**config.mk**
```make
export PLATFORM = sky130hd
export DESIGN_NAME = tdm_slot_tx_mux
export DESIGN_NICKNAME = d
export VERILOG_FILES = /design/src/rtl/tdm_txmux_pkg.sv /design/src/rtl/txmux_slot_counter.sv /design/src/rtl/txmux_slot_table.sv /design/src/rtl/txmux_fifo_sel.sv /design/src/rtl/tdm_slot_tx_mux.sv
export SDC_FILE = /design/constraint.sdc
export NUM_CORES = 1
export LEC_CHECK = 0
export BUFFER_PORTS_ARGS = -buffer_cell sky130_fd_sc_hd__buf_4
export CAP_MARGIN = 40
export CORE_MARGIN = 5
export CORE_UTILIZATION = 30
export DETAILED_ROUTE_END_ITERATION = 16
export HOLD_SLACK_MARGIN = 0.08
export PLACE_DENSITY_LB_ADDON = 0.25
export SLEW_MARGIN = 10
export SYNTH_ARGS = -nofsm -noshare
export SYNTH_HDL_FRONTEND = slang
export SYNTH_SLANG_ARGS = --single-unit
```
**constraint.sdc**
```tcl
create_clock -name clk -period 4.1 [get_ports clk]
set_input_delay 1.23 -clock clk [delete_from_list [all_inputs] [get_ports clk]]
set_output_delay 1.23 -clock clk [all_outputs]
set_load 0.01 [all_outputs]
```
**src/rtl/tdm_txmux_pkg.sv**
```systemverilog
package tdm_txmux_pkg;
   typedef enum logic [1:0] {
      CLS_UNUSED  = 2'd0,
      CLS_PACKET  = 2'd1,
      CLS_VOICE   = 2'd2,
      CLS_VOICE56 = 2'd3
   } slot_class_e;

   localparam int VOICE_Q = 0;
endpackage

```
**src/rtl/txmux_slot_counter.sv**
```systemverilog
module txmux_slot_counter #(
   parameter int MAX_SLOTS = 32,
   parameter int SLOT_W    = 5
) (
   input  logic              clk,
   input  logic              rst_n,
   input  logic              byte_req,
   input  logic              fsync,
   input  logic [SLOT_W:0]   slots_per_frame,
   output logic              req_q,
   output logic [SLOT_W-1:0] slot_q
);
   logic [SLOT_W-1:0] cnt_q;
   logic [SLOT_W-1:0] used;
   logic [SLOT_W:0]   next_w;
   logic              wrap;

   always_comb begin
      used   = fsync ? '0 : cnt_q;
      next_w = {1'b0, used} + 1'b1;
      wrap   = (next_w >= slots_per_frame) || (used == SLOT_W'(MAX_SLOTS - 1));
   end

   always_ff @(posedge clk or negedge rst_n) begin
      if (!rst_n) begin
         cnt_q  <= '0;
         req_q  <= 1'b0;
         slot_q <= '0;
      end else begin
         req_q <= byte_req;
         if (byte_req) begin
            slot_q <= used;
            cnt_q  <= wrap ? '0 : next_w[SLOT_W-1:0];
         end else if (fsync) begin
            cnt_q <= '0;
         end
      end
   end
endmodule

```
**src/rtl/txmux_slot_table.sv**
```systemverilog
module txmux_slot_table
   import tdm_txmux_pkg::*;
#(
   parameter int MAX_SLOTS = 32,
   parameter int SLOT_W    = 5,
   parameter int CHAN_W    = 2
) (
   input  logic              clk,
   input  logic              rst_n,
   input  logic              wr_en,
   input  logic [SLOT_W-1:0] wr_slot,
   input  slot_class_e       wr_class,
   input  logic [CHAN_W-1:0] wr_chan,
   input  logic [SLOT_W-1:0] rd_slot,
   output slot_class_e       rd_class,
   output logic [CHAN_W-1:0] rd_chan
);
   slot_class_e       cls_q  [MAX_SLOTS];
   logic [CHAN_W-1:0] chan_q [MAX_SLOTS];

   always_ff @(posedge clk or negedge rst_n) begin
      if (!rst_n) begin
         for (int i = 0; i < MAX_SLOTS; i++) begin
            cls_q[i]  <= CLS_UNUSED;
            chan_q[i] <= '0;
         end
      end else if (wr_en && (int'(wr_slot) < MAX_SLOTS)) begin
         cls_q[wr_slot]  <= wr_class;
         chan_q[wr_slot] <= wr_chan;
      end
   end

   always_comb begin
      rd_class = CLS_UNUSED;
      rd_chan  = '0;
      if (int'(rd_slot) < MAX_SLOTS) begin
         rd_class = cls_q[rd_slot];
         rd_chan  = chan_q[rd_slot];
      end
   end
endmodule

```
**src/rtl/txmux_fifo_sel.sv**
```systemverilog
module txmux_fifo_sel
   import tdm_txmux_pkg::*;
#(
   parameter int DATA_W  = 8,
   parameter int HDLC_CH = 4,
   parameter int CHAN_W  = 2,
   parameter int NFIFO   = 5
) (
   input  logic                    clk,
   input  logic                    rst_n,
   input  logic                    slot_valid,
   input  slot_class_e             slot_cls,
   input  logic [CHAN_W-1:0]       slot_chan,
   input  logic [NFIFO-1:0]        fifo_empty,
   input  logic [NFIFO*DATA_W-1:0] fifo_data,
   input  logic [NFIFO-1:0]        ud_clr,
   output logic [NFIFO-1:0]        fifo_pop,
   output logic [DATA_W-1:0]       tx_byte,
   output logic [NFIFO-1:0]        underrun
);
   localparam logic [DATA_W-1:0] IDLE_BYTE = '1;
   localparam logic [DATA_W-1:0] LSB_ONE   = DATA_W'(1);

   logic [NFIFO-1:0]  want;
   logic [NFIFO-1:0]  starve;
   logic [DATA_W-1:0] pick [NFIFO];
   logic [DATA_W-1:0] head;

   always_comb begin
      want = '0;
      if (slot_valid) begin
         case (slot_cls)
            CLS_VOICE, CLS_VOICE56: want[VOICE_Q] = 1'b1;
            CLS_PACKET: begin
               for (int k = 0; k < HDLC_CH; k++)
                  if (slot_chan == CHAN_W'(k)) want[1+k] = 1'b1;
            end
            default: ;
         endcase
      end
   end

   assign fifo_pop = want & ~fifo_empty;
   assign starve   = want & fifo_empty;

   for (genvar g = 0; g < NFIFO; g++) begin : g_q
      assign pick[g] = fifo_pop[g] ? fifo_data[g*DATA_W +: DATA_W] : '0;

      always_ff @(posedge clk or negedge rst_n) begin
         if (!rst_n)         underrun[g] <= 1'b0;
         else if (starve[g]) underrun[g] <= 1'b1;
         else if (ud_clr[g]) underrun[g] <= 1'b0;
      end
   end

   always_comb begin
      head = '0;
      for (int i = 0; i < NFIFO; i++) head |= pick[i];
      if (fifo_pop == '0)              tx_byte = IDLE_BYTE;
      else if (slot_cls == CLS_VOICE56) tx_byte = head | LSB_ONE;
      else                             tx_byte = head;
   end
endmodule

```
**src/rtl/tdm_slot_tx_mux.sv**
```systemverilog
module tdm_slot_tx_mux
   import tdm_txmux_pkg::*;
#(
   parameter int  DATA_W    = 8,
   parameter int  MAX_SLOTS = 32,
   parameter int  HDLC_CH   = 4,
   localparam int SLOT_W    = (MAX_SLOTS > 1) ? $clog2(MAX_SLOTS) : 1,
   localparam int CHAN_W    = (HDLC_CH > 1) ? $clog2(HDLC_CH) : 1,
   localparam int NFIFO     = HDLC_CH + 1
) (
   input  logic                    clk,
   input  logic                    rst_n,
   input  logic                    byte_req,
   input  logic                    fsync,
   input  logic [SLOT_W:0]         slots_per_frame,
   input  logic                    tbl_we,
   input  logic [SLOT_W-1:0]       tbl_slot,
   input  logic [1:0]              tbl_class,
   input  logic [CHAN_W-1:0]       tbl_chan,
   input  logic [NFIFO-1:0]        fifo_empty,
   input  logic [NFIFO*DATA_W-1:0] fifo_data,
   output logic [NFIFO-1:0]        fifo_pop,
   input  logic [NFIFO-1:0]        ud_clr,
   output logic                    tx_valid,
   output logic [DATA_W-1:0]       tx_byte,
   output logic [SLOT_W-1:0]       tx_slot,
   output logic [NFIFO-1:0]        underrun
);
   if (DATA_W < 2) begin : g_bad_width
      $error("tdm_slot_tx_mux: DATA_W must be at least 2");
   end
   if (MAX_SLOTS < 2) begin : g_bad_slots
      $error("tdm_slot_tx_mux: MAX_SLOTS must be at least 2");
   end
   if (HDLC_CH < 1) begin : g_bad_chan
      $error("tdm_slot_tx_mux: HDLC_CH must be at least 1");
   end

   logic              req_q;
   logic [SLOT_W-1:0] slot_q;
   slot_class_e       cur_cls;
   logic [CHAN_W-1:0] cur_chan;

   txmux_slot_counter #(.MAX_SLOTS(MAX_SLOTS), .SLOT_W(SLOT_W)) u_cnt (
      .clk(clk), .rst_n(rst_n), .byte_req(byte_req), .fsync(fsync),
      .slots_per_frame(slots_per_frame), .req_q(req_q), .slot_q(slot_q)
   );

   txmux_slot_table #(.MAX_SLOTS(MAX_SLOTS), .SLOT_W(SLOT_W), .CHAN_W(CHAN_W)) u_tbl (
      .clk(clk), .rst_n(rst_n), .wr_en(tbl_we), .wr_slot(tbl_slot),
      .wr_class(slot_class_e'(tbl_class)), .wr_chan(tbl_chan),
      .rd_slot(slot_q), .rd_class(cur_cls), .rd_chan(cur_chan)
   );

   txmux_fifo_sel #(.DATA_W(DATA_W), .HDLC_CH(HDLC_CH), .CHAN_W(CHAN_W), .NFIFO(NFIFO)) u_sel (
      .clk(clk), .rst_n(rst_n), .slot_valid(req_q), .slot_cls(cur_cls),
      .slot_chan(cur_chan), .fifo_empty(fifo_empty), .fifo_data(fifo_data),
      .ud_clr(ud_clr), .fifo_pop(fifo_pop), .tx_byte(tx_byte), .underrun(underrun)
   );

   assign tx_valid = req_q;
   assign tx_slot  = slot_q;
endmodule

```
==> flow_metrics.tcl <==
set metrics [dict create \
    status "finished, violations left" \
    violations "negative setup slack" \
    drtIter0Drc 364 \
    synth_cell_types 49 \
    avgRoutedWirePerCell_um 19.56 \
    swShare_pct 26.96 \
    grt_max_degree 74 \
    p_per_area_nw_per_um2 445.9 \
    finalWeightedCongestion 0.8907 \
    critPathMaxFanout 8 \
    grt_overflow 0 \
    drc 0 \
    viasPerCell 5.030 \
    leakagePower_nw 4.102 \
    cts.htree.levels 4 \
    core_area_um2 24180 \
    crit_arrival_ns 3.21 \
    antenna_found_initial 0 \
    worst_pin_slew_ns 0.7827 \
    synth_flop_cell "dfrtp_1" \
    yosysTopAreaCell "dfrtp_1" \
    comb_power_share_pct 20.1 \
    cts_tree "yes" \
    worstHoldPathType "flip-flop to flip-flop" \
    setup_viol 11 \
    min_period_over_period_pct 108.2 \
    netlist_area_um2 7338 \
    dp_hpwl_um 14780 \
    place_area_um2 8521 \
    die_w_um 166.4 \
    yosys_warnings 0 \
    synth_edf_count 0 \
    nets 801 \
    cap_violations 0 \
    first_pass_iters 5 \
    start_util_pct 30.35 \
    syn_nets 674 \
    cts_sinks 144 \
    setup_ws_ns -0.3352 \
    async_reset_ff_share_pct 100.0 \
    fin_tns_setup_ns -2.642 \
    fin_crit_ns 4.435 \
    ir_drop_v 0.0002837 \
    fmax_mhz 225.5 \
    intPower_mw 3.054 \
    critPathCaptureType "primary output" \
    clock_skew_ns 0.006976 \
    design_area_um2 9378 \
    clk_latency_ns 0.42 \
    grt_pass1_wl_um 33750 \
    vias 5332 \
    synthTopCellsByArea "dfrtp_1 (49%), mux2_2 (20%), mux2i_1 (7.4%)" \
    drive_gt1_share_pct 46.06 \
    area_delta_synth_final_pct 27.79 \
    rsz0062_at_grt "yes" \
    power.switching_mw 1.127 \
    die_y_um 166.4 \
    slew_headroom_pct 47.71 \
    startpoint_type "flip-flop" \
    dp.cells 1018 \
    drt_wl_total_um 20730 \
    yosysSeqAreaShare_pct 49.10 \
    clockPowerShare_pct 36.4 \
    clockBufferDepth 2 \
    fp.dieArea_um2 27690 \
    n_antenna_cell 0 \
    cts_made_buffers 17 \
    ant_nets 0 \
    critical_path_class "flip-flop to primary output" \
    ys_ff_latch 144 \
    slew_violations 0 \
    pwr-share-seq_pct 43.4 \
    io_pins 94 \
    cts-root-buf "clkbuf_16" \
    final_cell_count_no_fill 1060 \
    synthCells 596 \
    cp.required_ns 2.87 \
    hold_viol_final 0 \
    clkTransAtPathRegs_ns 0.06 \
    rows 57 \
    synth_top_area_share_pct 49.10 \
    io_buffer_count 93 \
    avgSynthCellArea_um2 12.31 \
    grt_use_total_pct 15.33 \
    grt_pass1_vias 5925 \
]
## logic make-up (layout without fill, tap and decap cells)
group,Yosys count,in the layout,share of synthesized area (%)
xor gates and xnor gates,2,2,0.2387
adders and majority gates,8,8,1.364
buffers and inverters,48,187,4.007
DFF,144,144,49.10
muxes,190,190,28.85
and+or+nand+nor,134,135,9.702
AOI/OAI and AO/OA,70,70,6.735
## worst max-delay path, stage by stage, from the launching register on
cell and delay, ns:
dfrtp_2 0.49, buf_12 0.16, buf_16 0.13, buf_6 0.10
mux2i_1 0.17, a22oi_1 0.10, nand2_1 0.09, o21ai_2 0.07
a211oi_2 0.31, nor3b_2 0.11, and3b_1 0.19, or4_4 0.60
nand4_1 0.13, buf_4 0.13
## per-layer routing
| layer | up-vias | global-route usage (%) | wire length (um) |
|---|---|---|---|
| li1 | 2434 | - | - |
| met1 | 2721 | 20.64 | 9552 |
| met2 | 161 | 24.99 | 9943 |
| met3 | 16 | 4.070 | 1074 |
| met4 | 0 | 3.308 | 163 |
| met5 | - | 0 | 0 |
## state kept, by name, indices dropped and copies added, names as in the netlist
signal          cells
u_tbl.chan_q       64
u_tbl.cls_q        64
u_cnt.cnt_q         5
u_cnt.slot_q        5
u_sel.underrun      5
u_cnt.req_q         1
## stage by stage
stage	power [mW]	utilization (%)	worst slack, ns	hold slack [ns]
5_1_grt	4.390	38.79	-0.4489	0.5175
6_report	4.182	38.79	-0.3352	0.5024
4_1_cts	4.215	38.57	-0.3020	0.5063
2_1_floorplan	2.308	-	0.1648	0.4711
3_3_place_gp	2.587	35.24	-0.07850	0.4833
3_5_place_dp	2.627	35.24	-0.09925	0.4928
## repair_timing
| action | 4_1_cts | 5_1_grt |
|---|---|---|
| setup endpoints to repair | 12 | 12 |
| hold buffers | 0 | 0 |
| gates resized for setup | 29 | 11 |
| gates cloned | 2 | 1 |
| setup buffers | 7 | 1 |
| hold endpoints to repair | 0 | 0 |
| pin swaps | 10 | 8 |
## power by group through the flow
stage               registers, mW  logic (mW)  clock network [mW]
global route                 1.85       0.921                1.62
global placement             1.82       0.767                   0
detailed placement           1.84       0.789                   0
CTS                          1.82       0.839                1.56
finish                       1.82       0.842                1.52
floorplan                    1.79       0.518                   0
## final timing paths
path                            startpoint                to  slack [ns]  depth (start not counted)
min                        u_tbl.cls_q[37]   u_tbl.cls_q[37]        0.50                          1
min reg2reg                u_tbl.cls_q[37]   u_tbl.cls_q[37]        0.50                          1
min in group asynchronous            rst_n  u_tbl.chan_q[28]        0.83                          1
max                        u_cnt.slot_q[1]        tx_byte[6]       -0.34                         13
max in group asynchronous            rst_n  u_tbl.chan_q[25]        2.39                          2
max reg2reg                 u_cnt.cnt_q[0]    u_cnt.cnt_q[3]        1.39                         13
## area by class of cell
type / count / area [um2]
inverter: 18 / 67.56
timing repair buffer: 137 / 1166
multi-input combinational: 405 / 3550
clock inverter: 13 / 138.9
tap: 324 / 405.4
fill: 2346 / 14800
clock buffer: 19 / 442.9
sequential: 144 / 3607
## layout by cell type (no fill, tap or decap), types with 10 or more instances in the layout
cell and instances:
a22oi_1 23, buf_4 123, clkbuf_16 17, dfrtp_1 141
inv_1 18, mux2_2 132, mux2i_1 50, nand2_1 44
nand3_1 10, nor2_1 21, o21ai_0 10
## cells in the mapped netlist, types with 2 or more instances
cell	count
a21oi_1	6
a31oi_1	2
nand4_1	6
mux4_2	4
o21ai_0	12
buf_4	2
a222oi_1	2
mux2_2	132
o21ai_1	2
nor3_1	5
buf_2	4
nand2b_1	9
ha_1	8
and3_1	3
a22o_1	5
a22oi_1	26
a211oi_1	2
o22ai_1	2
nor2b_1	9
xor2_1	2
nand3b_1	7
a221oi_1	3
inv_1	18
nor2_1	22
o211ai_1	2
clkbuf_1	14
and3b_1	4
buf_6	7
mux2i_1	54
nor3b_2	2
dfrtp_1	144
nand2_1	44
nor3b_1	4
buf_12	3
nand3_1	11
(Power assumes the default switching activity.)
